<file path="config.mk">
export PLATFORM = sky130hd
export DESIGN_NAME = adc_out_demux
export DESIGN_NICKNAME = d
export VERILOG_FILES = /design/src/rtl/adc_demux_pkg.sv /design/src/rtl/adc_demux_timing.sv /design/src/rtl/adc_demux_lane.sv /design/src/rtl/adc_out_demux.sv
export SDC_FILE = /design/constraint.sdc
export NUM_CORES = 1
export LEC_CHECK = 0
export ABC_AREA = 0
export BUFFER_PORTS_ARGS = -buffer_cell sky130_fd_sc_hd__clkbuf_2
export CAP_MARGIN = 5
export CORE_ASPECT_RATIO = 0.9
export CORE_MARGIN = 1.5
export CORE_UTILIZATION = 34
export CTS_CLUSTER_SIZE = 40
export DETAILED_ROUTE_END_ITERATION = 12
export PLACE_DENSITY = 0.6
export SYNTH_ARGS = -nofsm -noshare
export SYNTH_HDL_FRONTEND = slang
export SYNTH_SLANG_ARGS = --single-unit
</file>
<file path="constraint.sdc">
create_clock -name clk -period 2.47 [get_ports clk]
set_input_delay 0.494 -clock clk [delete_from_list [all_inputs] [get_ports clk]]
set_output_delay 0.494 -clock clk [all_outputs]
set_load 0.02 [all_outputs]
</file>
<file path="src/rtl/adc_demux_pkg.sv">
package adc_demux_pkg;

    // Per-cycle control shared by all lanes, produced by the timing unit.
    typedef struct packed {
        logic cap;        // accept current sample as the earlier of a pair
        logic upd;        // load the output buses this edge
        logic dclk_nxt;   // value the forwarded clock takes at this edge
        logic pair_mode;  // 1:2 demuxed operation
    } strobe_t;

endpackage

</file>
<file path="src/rtl/adc_demux_timing.sv">
module adc_demux_timing
    import adc_demux_pkg::*;
(
    input  logic    clk,
    input  logic    rst_n,
    input  logic    sync_i,
    input  logic    demux_i,
    input  logic    ph90_i,
    output strobe_t stb_o
);

    typedef struct packed {
        logic ph;    // parity of the sample index since realignment
        logic dclk;  // reference forwarded clock
    } tstate_t;

    tstate_t cur_q, nxt_d;
    logic    tgl;

    always_comb begin
        nxt_d = cur_q;
        // demuxed: 0 deg toggles with the odd sample, 90 deg with the even one
        if (demux_i) tgl = ph90_i ? ~cur_q.ph : cur_q.ph;
        else         tgl = 1'b1;
        if (sync_i) begin
            nxt_d.ph   = 1'b0;
            nxt_d.dclk = 1'b0;
        end else begin
            nxt_d.ph   = ~cur_q.ph;
            nxt_d.dclk = cur_q.dclk ^ tgl;
        end
        stb_o.cap       = ~sync_i & ~cur_q.ph;
        stb_o.upd       = demux_i ? (~sync_i & cur_q.ph) : 1'b1;
        stb_o.dclk_nxt  = nxt_d.dclk;
        stb_o.pair_mode = demux_i;
    end

    always_ff @(posedge clk or negedge rst_n) begin
        if (!rst_n) cur_q <= '0;
        else        cur_q <= nxt_d;
    end


    sync_align_chk: assert property (@(posedge clk) disable iff (!rst_n)
        sync_i |=> (!cur_q.ph && !cur_q.dclk));


    fast_clk_chk: assert property (@(posedge clk) disable iff (!rst_n)
        (!demux_i && !sync_i) |=> (cur_q.dclk != $past(cur_q.dclk)));


    quarter_edge_chk: assert property (@(posedge clk) disable iff (!rst_n)
        (demux_i && !ph90_i && !sync_i) |=> ((cur_q.dclk != $past(cur_q.dclk)) == $past(cur_q.ph)));


    mid_edge_chk: assert property (@(posedge clk) disable iff (!rst_n)
        (demux_i && ph90_i && !sync_i) |=> ((cur_q.dclk != $past(cur_q.dclk)) != $past(cur_q.ph)));

endmodule

</file>
<file path="src/rtl/adc_demux_lane.sv">
module adc_demux_lane
    import adc_demux_pkg::*;
#(
    parameter int DW = 12
) (
    input  logic          clk,
    input  logic          rst_n,
    input  strobe_t       stb_i,
    input  logic          pd_i,
    input  logic [DW-1:0] din_i,
    input  logic          ovr_i,
    output logic [DW-1:0] pri_o,
    output logic          pri_ovr_o,
    output logic [DW-1:0] dly_o,
    output logic          dly_ovr_o,
    output logic          dly_oe_o,
    output logic          dclk_o
);

    typedef struct packed {
        logic [DW-1:0] hold;
        logic          hold_ovr;
        logic [DW-1:0] pri;
        logic          pri_ovr;
        logic [DW-1:0] dly;
        logic          dly_ovr;
        logic          oe;
        logic          dclk;
    } lstate_t;

    lstate_t cur_q, nxt_d;

    always_comb begin
        nxt_d = cur_q;
        if (stb_i.cap) begin
            nxt_d.hold     = din_i;
            nxt_d.hold_ovr = ovr_i;
        end
        if (pd_i) begin
            nxt_d.pri     = '0;
            nxt_d.pri_ovr = 1'b0;
            nxt_d.dly     = '0;
            nxt_d.dly_ovr = 1'b0;
            nxt_d.oe      = 1'b0;
            nxt_d.dclk    = 1'b0;
        end else begin
            nxt_d.dclk = stb_i.dclk_nxt;
            nxt_d.oe   = stb_i.pair_mode;
            if (!stb_i.pair_mode) begin
                nxt_d.pri     = din_i;
                nxt_d.pri_ovr = ovr_i;
                nxt_d.dly     = '0;
                nxt_d.dly_ovr = 1'b0;
            end else if (stb_i.upd) begin
                nxt_d.pri     = din_i;
                nxt_d.pri_ovr = ovr_i;
                nxt_d.dly     = cur_q.hold;
                nxt_d.dly_ovr = cur_q.hold_ovr;
            end
        end
    end

    always_ff @(posedge clk or negedge rst_n) begin
        if (!rst_n) cur_q <= '0;
        else        cur_q <= nxt_d;
    end

    assign pri_o     = cur_q.pri;
    assign pri_ovr_o = cur_q.pri_ovr;
    assign dly_o     = cur_q.dly;
    assign dly_ovr_o = cur_q.dly_ovr;
    assign dly_oe_o  = cur_q.oe;
    assign dclk_o    = cur_q.dclk;


    dly_off_chk: assert property (@(posedge clk) disable iff (!rst_n)
        !stb_i.pair_mode |=> (!dly_oe_o && dly_o == '0));


    pair_hold_chk: assert property (@(posedge clk) disable iff (!rst_n)
        (stb_i.pair_mode && !stb_i.upd && !pd_i) |=> ($stable(pri_o) && $stable(dly_o)));


    pd_quiet_chk: assert property (@(posedge clk) disable iff (!rst_n)
        pd_i |=> (pri_o == '0 && dly_o == '0 && !dly_oe_o && !dclk_o));

endmodule

</file>
<file path="src/rtl/adc_out_demux.sv">
module adc_out_demux
    import adc_demux_pkg::*;
#(
    parameter int DW = 12
) (
    input  logic          clk,
    input  logic          rst_n,
    input  logic          dclk_sync,
    input  logic          demux_mode,
    input  logic          dclk_phase90,
    input  logic          pwrdn_i,
    input  logic          pwrdn_q,
    input  logic [DW-1:0] samp_i,
    input  logic          samp_i_ovr,
    input  logic [DW-1:0] samp_q,
    input  logic          samp_q_ovr,
    output logic [DW-1:0] i_pri,
    output logic          i_pri_ovr,
    output logic [DW-1:0] i_dly,
    output logic          i_dly_ovr,
    output logic          i_dly_oe,
    output logic          i_dclk,
    output logic [DW-1:0] q_pri,
    output logic          q_pri_ovr,
    output logic [DW-1:0] q_dly,
    output logic          q_dly_ovr,
    output logic          q_dly_oe,
    output logic          q_dclk
);

    localparam int NCH = 2;

    strobe_t                  stb;
    logic [NCH-1:0]           pd_v, ovr_v, pri_ovr_v, dly_ovr_v, oe_v, dclk_v;
    logic [NCH-1:0][DW-1:0]   din_v, pri_v, dly_v;

    assign pd_v  = {pwrdn_q, pwrdn_i};
    assign ovr_v = {samp_q_ovr, samp_i_ovr};
    assign din_v = {samp_q, samp_i};

    adc_demux_timing u_timing (
        .clk     (clk),
        .rst_n   (rst_n),
        .sync_i  (dclk_sync),
        .demux_i (demux_mode),
        .ph90_i  (dclk_phase90),
        .stb_o   (stb)
    );

    for (genvar c = 0; c < NCH; c++) begin : g_lane
        adc_demux_lane #(.DW(DW)) u_lane (
            .clk       (clk),
            .rst_n     (rst_n),
            .stb_i     (stb),
            .pd_i      (pd_v[c]),
            .din_i     (din_v[c]),
            .ovr_i     (ovr_v[c]),
            .pri_o     (pri_v[c]),
            .pri_ovr_o (pri_ovr_v[c]),
            .dly_o     (dly_v[c]),
            .dly_ovr_o (dly_ovr_v[c]),
            .dly_oe_o  (oe_v[c]),
            .dclk_o    (dclk_v[c])
        );
    end

    assign i_pri     = pri_v[0];
    assign i_pri_ovr = pri_ovr_v[0];
    assign i_dly     = dly_v[0];
    assign i_dly_ovr = dly_ovr_v[0];
    assign i_dly_oe  = oe_v[0];
    assign i_dclk    = dclk_v[0];
    assign q_pri     = pri_v[1];
    assign q_pri_ovr = pri_ovr_v[1];
    assign q_dly     = dly_v[1];
    assign q_dly_ovr = dly_ovr_v[1];
    assign q_dly_oe  = oe_v[1];
    assign q_dclk    = dclk_v[1];


    dclk_match_chk: assert property (@(posedge clk) disable iff (!rst_n)
        (!pwrdn_i && !pwrdn_q) |=> (i_dclk == q_dclk));

endmodule

</file>
== After elaboration in Yosys (flattened, before gate mapping) ==
Index checks and enable logic that the tools add are counted.

* Equality and inequality tests: 2
* Bitwise logic cells: 5
* Muxes and demuxes: 10

{| class="wikitable"
|+ Operator list
! kind !! number
|-
| 26-bit two-way mux || 4
|-
| 28-bit two-way mux || 2
|-
| 3-bit by 1-bit inequality test with 1-bit output (second input constant) || 2
|-
| 1-bit two-way mux || 3
|-
| 1-bit AND || 2
|-
| 2-bit two-way mux || 1
|-
| 1-bit NOT || 2
|-
| 1-bit bitwise XOR || 1
|}

* Word-level logic and storage cells: 35
* Input port bits: 33
* Register bits: 84

== Longest topological paths before layout ==
Gate-level depths: netlist of run 1.

* Depth in word-level cells: 6
* Gate-level depth with buffers: 5
* Gate-level depth less buffers: 3

== By module ==
From an unflattened synthesis of run 1, not the netlist that was laid out.

* Cell total of the unflattened synthesis: 320
* Area total of the unflattened synthesis: 3926.3 um^2

{| class="wikitable"
|+ Modules (own cells, without submodules)
! module !! times used !! cells each !! seq. area each (um^2) !! area an instance (um^2)
|-
| adc_demux_lane || 2 || 155 || 1026.0 || 1913.1
|-
| adc_demux_timing || 1 || 10 || 50.0 || 100.1
|}

== Least setup slack after synthesis of run 1 ==
OpenSTA, ideal clock, no wires.

* Kind: in2reg
* Start: in dclk_sync
* End: reg g_lane[0].u_lane.cur_q[29] in the netlist's numbering
* Stages: 3
* Required time: 2.345 ns
* Arrival time: 1.191 ns
* Setup slack: 1.154 ns
* Cell sequence: nor2_4 > buf_4 > mux2_2

* Word-level cells in the longest chain between the ends: 2

{| class="wikitable"
|+ Ends and longest elaborated chain
! what !! RTL line !! text
|-
| start: declaration || adc_out_demux.sv:8 || <nowiki>input logic dclk_sync,</nowiki>
|-
| 1-bit NOT || adc_demux_timing.sv:32 || <nowiki>stb_o.cap = ~sync_i & ~cur_q.ph;</nowiki>
|-
| 1-bit AND || adc_demux_timing.sv:32 ||
|-
| end signal: assignment || adc_demux_lane.sv:65 || <nowiki>else cur_q <= nxt_d;</nowiki>
|-
| end: declaration || adc_demux_lane.sv:31 || <nowiki>lstate_t cur_q, nxt_d;</nowiki>
|}

No other way between the ends.
A chain may end at the register's enable or synchronous reset.

== Worst setup path in the final report of run 1 ==
* Start: reg u_timing.cur_q[1] in the netlist's numbering
* End: reg g_lane[1].u_lane.cur_q, in the netlist g_lane[1].u_lane.pri_ovr_o

* Word-level cells in the longest chain between the ends: 3

{| class="wikitable"
|+ Ends and longest elaborated chain
! what !! RTL line !! text
|-
| start: declaration || adc_demux_timing.sv:17 || <nowiki>tstate_t cur_q, nxt_d;</nowiki>
|-
| start signal: assignment || adc_demux_timing.sv:40 || <nowiki>else cur_q <= nxt_d;</nowiki>
|-
| 1-bit AND || adc_demux_timing.sv:33 || <nowiki>stb_o.upd = demux_i ? (~sync_i & cur_q.ph) : 1'b1;</nowiki>
|-
| 1-bit two-way mux || adc_demux_timing.sv:33 ||
|-
| 3-bit by 1-bit inequality test with 1-bit output (no source line) || n/a ||
|-
| end signal: assignment || adc_demux_lane.sv:65 ||
|-
| end: declaration || adc_demux_lane.sv:31 ||
|}

No other way between the ends.

==> results of run 1 <==
## registers in the layout (all words and copies together), names as in the netlist
register,count
g_lane.u_lane.dly_ovr_o,2
g_lane.u_lane.dly_oe_o,2
g_lane.u_lane.cur_q,26
g_lane.u_lane.pri_o,24
u_timing.cur_q,2
g_lane.u_lane.pri_ovr_o,2
g_lane.u_lane.dly_o,24
g_lane.u_lane.dclk_o,2
## power breakdown
| part | total, uW | internal [uW] | switching, uW |
|---|---|---|---|
| logic | 370 | 143 | 227 |
| registers | 1540 | 1480 | 56.7 |
| clock network | 1180 | 665 | 514 |
| total | 3090 | 2290 | 798 |
## logic make-up after synthesis
logic type / Yosys count / share of synthesized area
muxes: 26 / 0.0784
buffers and inverters: 74 / 0.146
xor gates and xnor gates: 1 / 0.00235
AOI/OAI and AO/OA: 82 / 0.112
DFF: 84 / 0.563
and+or+nand+nor: 84 / 0.0982
## metal layers
layer / vias up / wire length [um]
li1: 1206 / -
met1: 1293 / 3850
met2: 90 / 4020
met3: 11 / 499
met4: 0 / 96
met5: - / 0
## layout make-up
class / count / share of cell area
sequential: 84 / 0.509
multi-input combinational: 193 / 0.265
timing repair buffer: 95 / 0.120
clock buffer: 9 / 0.0545
tap: 133 / 0.0403
clock inverter: 6 / 0.00788
inverter: 3 / 0.00273
## worst paths after layout
check	startpoint	to
worst max-delay path	u_timing.cur_q[1]	g_lane[1].u_lane.pri_ovr_o
worst min-delay path	rst_n	g_lane[1].u_lane.pri_o[4]
worst max register to register	u_timing.cur_q[1]	g_lane[1].u_lane.pri_ovr_o
worst min register to register	g_lane[1].u_lane.cur_q[31]	g_lane[1].u_lane.cur_q[31]
max in group asynchronous	rst_n	g_lane[1].u_lane.pri_o[2]
min in group clk	samp_q[9]	g_lane[1].u_lane.cur_q[38]
## placed cells by master (no fill, tap or decap)
cell        instances
clkbuf_16           9
clkbuf_2           87
o21ai_0            15
nand2_1            52
nor2b_4             1
o21ai_1            11
nand2b_2            1
xnor2_1             1
buf_4               8
mux2_2             26
a21o_1              1
clkinv_2            5
nand2b_1            2
a211oi_1            2
a21oi_1            53
nand3_1            27
inv_1               3
dfrtp_1            84
nor2_4              1
clkinvlp_4          1
## through the flow
stage	cell area (um^2)	cells	power (uW)	utilization	setup slack [ns]
3_5_place_dp	3870	508	1940	0.360	0.612
5_1_grt	4130	523	3230	0.384	0.787
4_1_cts	4130	523	3130	0.384	0.954
2_1_floorplan	3730	351	1830	-	1.15
6_report	4130	523	3090	0.384	0.946
3_3_place_gp	3870	508	1930	0.360	0.696
==> flow_metrics.tcl, run 1 <==
set metrics [dict create \
    cts_tree "built" \
    vdd_drop_max_mv 0.412 \
    multiInputGateArea_um2 1100 \
    numPortBuffers 88 \
    cts.sinks 84 \
    start_util 0.347 \
    timing.final.crit_share 0.617 \
    fp.dieH_um 102 \
    drv_cap 0 \
    postCtsSetupBuffers 0 \
    drt_wl_total_um 8470 \
    regArea_um2 2100 \
    drtIter0Drc 175 \
    tns_ns 0 \
    ys.flop_type "dfrtp_1" \
    max_freq_ghz 0.656 \
    cts_buffer_depth 2 \
    cp-end-kind "flop" \
    hpwl_um 5790 \
    status "complete, no violations" \
    cellLeakagePower_uw 0.00193 \
    htree_levels 3 \
    syn_nets 384 \
    pwr_density_cell_nw_per_um2 748 \
    crit_chain "nor2b_4 -> buf_4 -> o21ai_0 -> a21oi_1" \
    synth_top_area_frac 0.563 \
    num_io_pins 89 \
    die_x_um 113 \
    clkTransAtPathRegs_ns 0.06 \
    worstPathMaxFanout 52 \
    ctsResizeCount 0 \
    yosys.area.top_type "dfrtp_1" \
    syn-cell-area_um2 3730 \
    path_delay_family "flip-flops" \
    cp_num_cells 4 \
    cp.required_ns 2.72 \
    antenna_found_initial 0 \
    worst-path-buf-inv 1 \
    row_count 36 \
    relSlewSlack 0.500 \
    synth_area_leaders "dfrtp_1, buf_4, mux2_2" \
    r2r_slack_ns 0.95 \
    final_max_slew_viol_count 0 \
    synth_most_common_cell "dfrtp_1" \
    finalSetupViolCount 0 \
    yosysSeqAreaShare 0.563 \
    design.core.area_um2 10800 \
    synth_common_cells "dfrtp_1, buf_4, a21oi_1" \
    ys_seq_elements 84 \
    fillers 1072 \
    vias_per_cell 4.97 \
    drt_pass1_iterations 4 \
    grt_pass1_wl_um 13600 \
    top_usage_layer "met2" \
    fin_crit_ns 1.52 \
    vias 2600 \
    synth_edf_count 0 \
    syn_inst 351 \
    worstSetupStartpointType "flop" \
    worstMarginPinSlew_ns 0.748 \
    fin_nets 419 \
    clk_latency_ns 0.33 \
    wire_per_inst_um 16.2 \
    yosysWarnings 0 \
    overflow 0 \
    cts_made_buffers 9 \
    use_met2 0.259 \
    area_delta_synth_final_pct 10.6 \
    grt_use_met3 0.0474 \
    syn_avg_cell_area_um2 10.6 \
    finClkSkew_ns 0.00453 \
    r2r.worst_path.cells 4 \
    cp.arrival_ns 1.78 \
    crit_slowest_cell "dfrtp_1" \
    drive_above_1_share 0.356 \
    grt_use_total 0.155 \
    diodes 0 \
    met1_usage 0.195 \
    ctsRootBufferMaster "clkbuf_16" \
    hold_violations 0 \
    ys_types 18 \
    antenna_left 0 \
    path_class "reg -> reg" \
    gp_congestion 0.814 \
    hold_path_class "in -> async" \
    grt_max_degree 53 \
    hold_buffers 0 \
    slowest_delay_ns 0.45 \
    rsz0062_at_grt "false" \
    holdWs_ns 0.0755 \
    grt_pass1_vias 2614 \
    postSynth.asyncResetShare 1.00 \
    dieArea_um2 11600 \
    drc 0 \
]
Note: power is estimated with default switching activity, not from simulation.
==> run 2: changes to the inputs <==
--- a/config.mk
+++ b/config.mk
@@ -13,7 +13,7 @@
 export CORE_UTILIZATION = 34
 export CTS_CLUSTER_SIZE = 40
 export DETAILED_ROUTE_END_ITERATION = 12
-export PLACE_DENSITY = 0.6
+export PLACE_DENSITY = 0.62
 export SYNTH_ARGS = -nofsm -noshare
 export SYNTH_HDL_FRONTEND = slang
 export SYNTH_SLANG_ARGS = --single-unit
==> constraint.sdc (replaced) <==
create_clock -name clk -period 1.4 [get_ports clk]
set_input_delay 0.28 -clock clk [delete_from_list [all_inputs] [get_ports clk]]
set_output_delay 0.28 -clock clk [all_outputs]
set_load 0.02 [all_outputs]
==> run 2 against run 1 <==
  * First-iteration DRC count rose by 11%
  * Global-route usage fell by 0.13 points
  * Register-to-register slack got worse by 0.82 ns
==> flow_metrics.tcl, run 2 (same netlist as run 1, synthesis figures left out) <==
set metrics [dict create \
    worstPathMaxFanout 27 \
    vdd_drop_max_mv 0.704 \
    fin_ws_ns 0.123 \
    antenna_left 0 \
    final_cell_mix "clkbuf_2, dfrtp_1, a21oi_1, nand2_1, nand3_1" \
    internal-power_uw 4140 \
    hold_path_class "in -> reg" \
    p_switching_uw 1390 \
    crit_chain "nor2_4 -> buf_12 -> mux2_2" \
    final_max_slew_viol_count 0 \
    max_freq_ghz 0.783 \
    r2r_slack_ns 0.12 \
    timing.final.crit_share 0.912 \
    hold_violations 0 \
    grt_pass1_wl_um 13600 \
    cp-end-kind "flop" \
    cts_buffer_depth 2 \
    drt_wl_total_um 8480 \
    relSlewSlack 0.515 \
    worst-path-buf-inv 1 \
    worstMarginPinSlew_ns 0.727 \
    gp_congestion 0.799 \
    cp.required_ns 1.61 \
    postCtsSetupBuffers 0 \
    path_class "reg -> reg" \
    power_frac_seq 0.491 \
    ctsRootBufferMaster "clkbuf_16" \
    cellLeakagePower_uw 0.00197 \
    drive_above_1_share 0.354 \
    antenna_found_initial 0 \
    num_io_pins 89 \
    top_register "g_lane.u_lane.cur_q" \
    vias 2669 \
    cp-startpoint "u_timing.cur_q[1]" \
    r2r_start "u_timing.cur_q[1]" \
    numPortBuffers 88 \
    drc 0 \
    design.core.area_um2 10800 \
    stdcell_count 528 \
    hpwl_um 5890 \
    grt_pass1_vias 2606 \
    drv_cap 0 \
    cp_num_cells 3 \
    combPwrFrac 0.124 \
    cts_tree "built" \
    fp.dieH_um 102 \
    p_sw_frac 0.251 \
    clk_latency_ns 0.33 \
    area_delta_synth_final_pct 13.4 \
    vias_per_cell 5.05 \
    cp.arrival_ns 1.49 \
    finClkSkew_ns 0.00220 \
    fin_crit_ns 1.28 \
    r2r_end "g_lane[1].u_lane.cur_q[38]" \
    wire_per_inst_um 16.1 \
    row_count 36 \
    die_x_um 113 \
    dieArea_um2 11600 \
    rsz0062_at_grt "false" \
    start_util 0.347 \
    placed_area_um2 3960 \
    drt_pass1_iterations 4 \
    pre_cts_slack_ns -0.00432 \
    worstSetupStartpointType "flop" \
    diodes 0 \
    fillers 1072 \
    status "complete, no violations" \
    holdWs_ns 0.196 \
    clkPwrFrac 0.385 \
    layout_commonest_cell "clkbuf_2" \
    drtIter0Drc 194 \
    overflow 0 \
    htree_levels 3 \
    pwr_density_cell_nw_per_um2 1310 \
    cts.sinks 84 \
    clkTransAtPathRegs_ns 0.06 \
    crit_slowest_cell "dfrtp_2" \
    r2r.worst_path.cells 3 \
    grt_max_degree 53 \
    fin_nets 423 \
    grt_use_total 0.153 \
    cts_made_buffers 9 \
    crit_path_end "g_lane[1].u_lane.cur_q[38]" \
    largest_register_ffs 26 \
    path_delay_family "flip-flops" \
    slowest_delay_ns 0.45 \
    finalSetupViolCount 0 \
    final_area_um2 4230 \
    dp_cells 511 \
]
[run 2: cell count changes in the layout (fill, tap and decap cells not counted)]
cell           delta
dlygate4sd3_1     +1
buf_4             -2
dfrtp_1           -1
clkbuf_8          +1
buf_12            +5
dfrtp_2           +1
clkinv_2          -3
clkbuf_1          +4
clkinvlp_4        -1
[run 2: power by group through the flow]
stage / Sequential (uW) / Combinational (uW) / Clock [uW]
final: 2710 / 688 / 2130
after global routing: 2740 / 753 / 2300
after CTS: 2710 / 700 / 2190
after detailed placement: 2760 / 697 / 0
after global placement: 2750 / 678 / 0
after floorplan: 2740 / 494 / 0
[run 2: per-stage QoR]
step / power (uW) / utilization / setup TNS, ns
global placement: 3430 / 0.368 / 0
CTS: 5600 / 0.393 / 0
finish: 5530 / 0.393 / 0
global route: 5790 / 0.393 / 0
floorplan: 3240 / - / 0
detailed placement: 3450 / 0.368 / -0.00666
[run 2: worst min-delay path by stage]
stage / cells past startpoint / slack, ns / from / endpoint
after CTS: 2 / 0.18 / samp_i[3] / g_lane[0].u_lane.cur_q[32]
after detailed placement: 1 / 0.22 / rst_n / g_lane[1].u_lane.pri_o[4]
after global routing: 2 / 0.18 / samp_i[6] / g_lane[0].u_lane.cur_q[35]
after global placement: 1 / 0.22 / rst_n / g_lane[1].u_lane.pri_o[6]
final: 2 / 0.20 / samp_i[3] / g_lane[0].u_lane.cur_q[32]
after floorplan: 0 / -0.02 / rst_n / g_lane[0].u_lane.cur_q[28]
[run 2: layout make-up]
| cell class | instances | area, um^2 | share of cell area |
|---|---|---|---|
| repair buffers | 99 | 591 | 0.140 |
| flip-flops and latches | 84 | 2100 | 0.497 |
| clock buffers | 14 | 254 | 0.0600 |
| well taps | 133 | 166 | 0.0393 |
| inverters | 3 | 11.3 | 0.00266 |
| clock inverters | 2 | 10.0 | 0.00237 |
| multi-input cells | 193 | 1100 | 0.259 |
[run 2: repair_timing]
item                                    in CTS  in global routing
hold buffers                                 1                  0
endpoints found under the setup margin       0                  7
resized for setup                            0                  1
endpoints found under the hold margin       24                  0
[run 2: metal layers]
layer / up-vias / wire, um / track usage
met5: - / 0 / 0
met2: 108 / 4030 / 0.247
met3: 10 / 548 / 0.0474
met4: 0 / 97 / 0.0490
met1: 1333 / 3810 / 0.201
li1: 1218 / - / -
[run 2: worst reg2reg max path: cells and delay by family, from the launching register on]
family / cells / cell delay (ns)
AND/OR/NAND/NOR: 1 / 0.14
multiplexers: 1 / 0.37
flip-flops: 1 / 0.45
buffers and inverters: 1 / 0.20
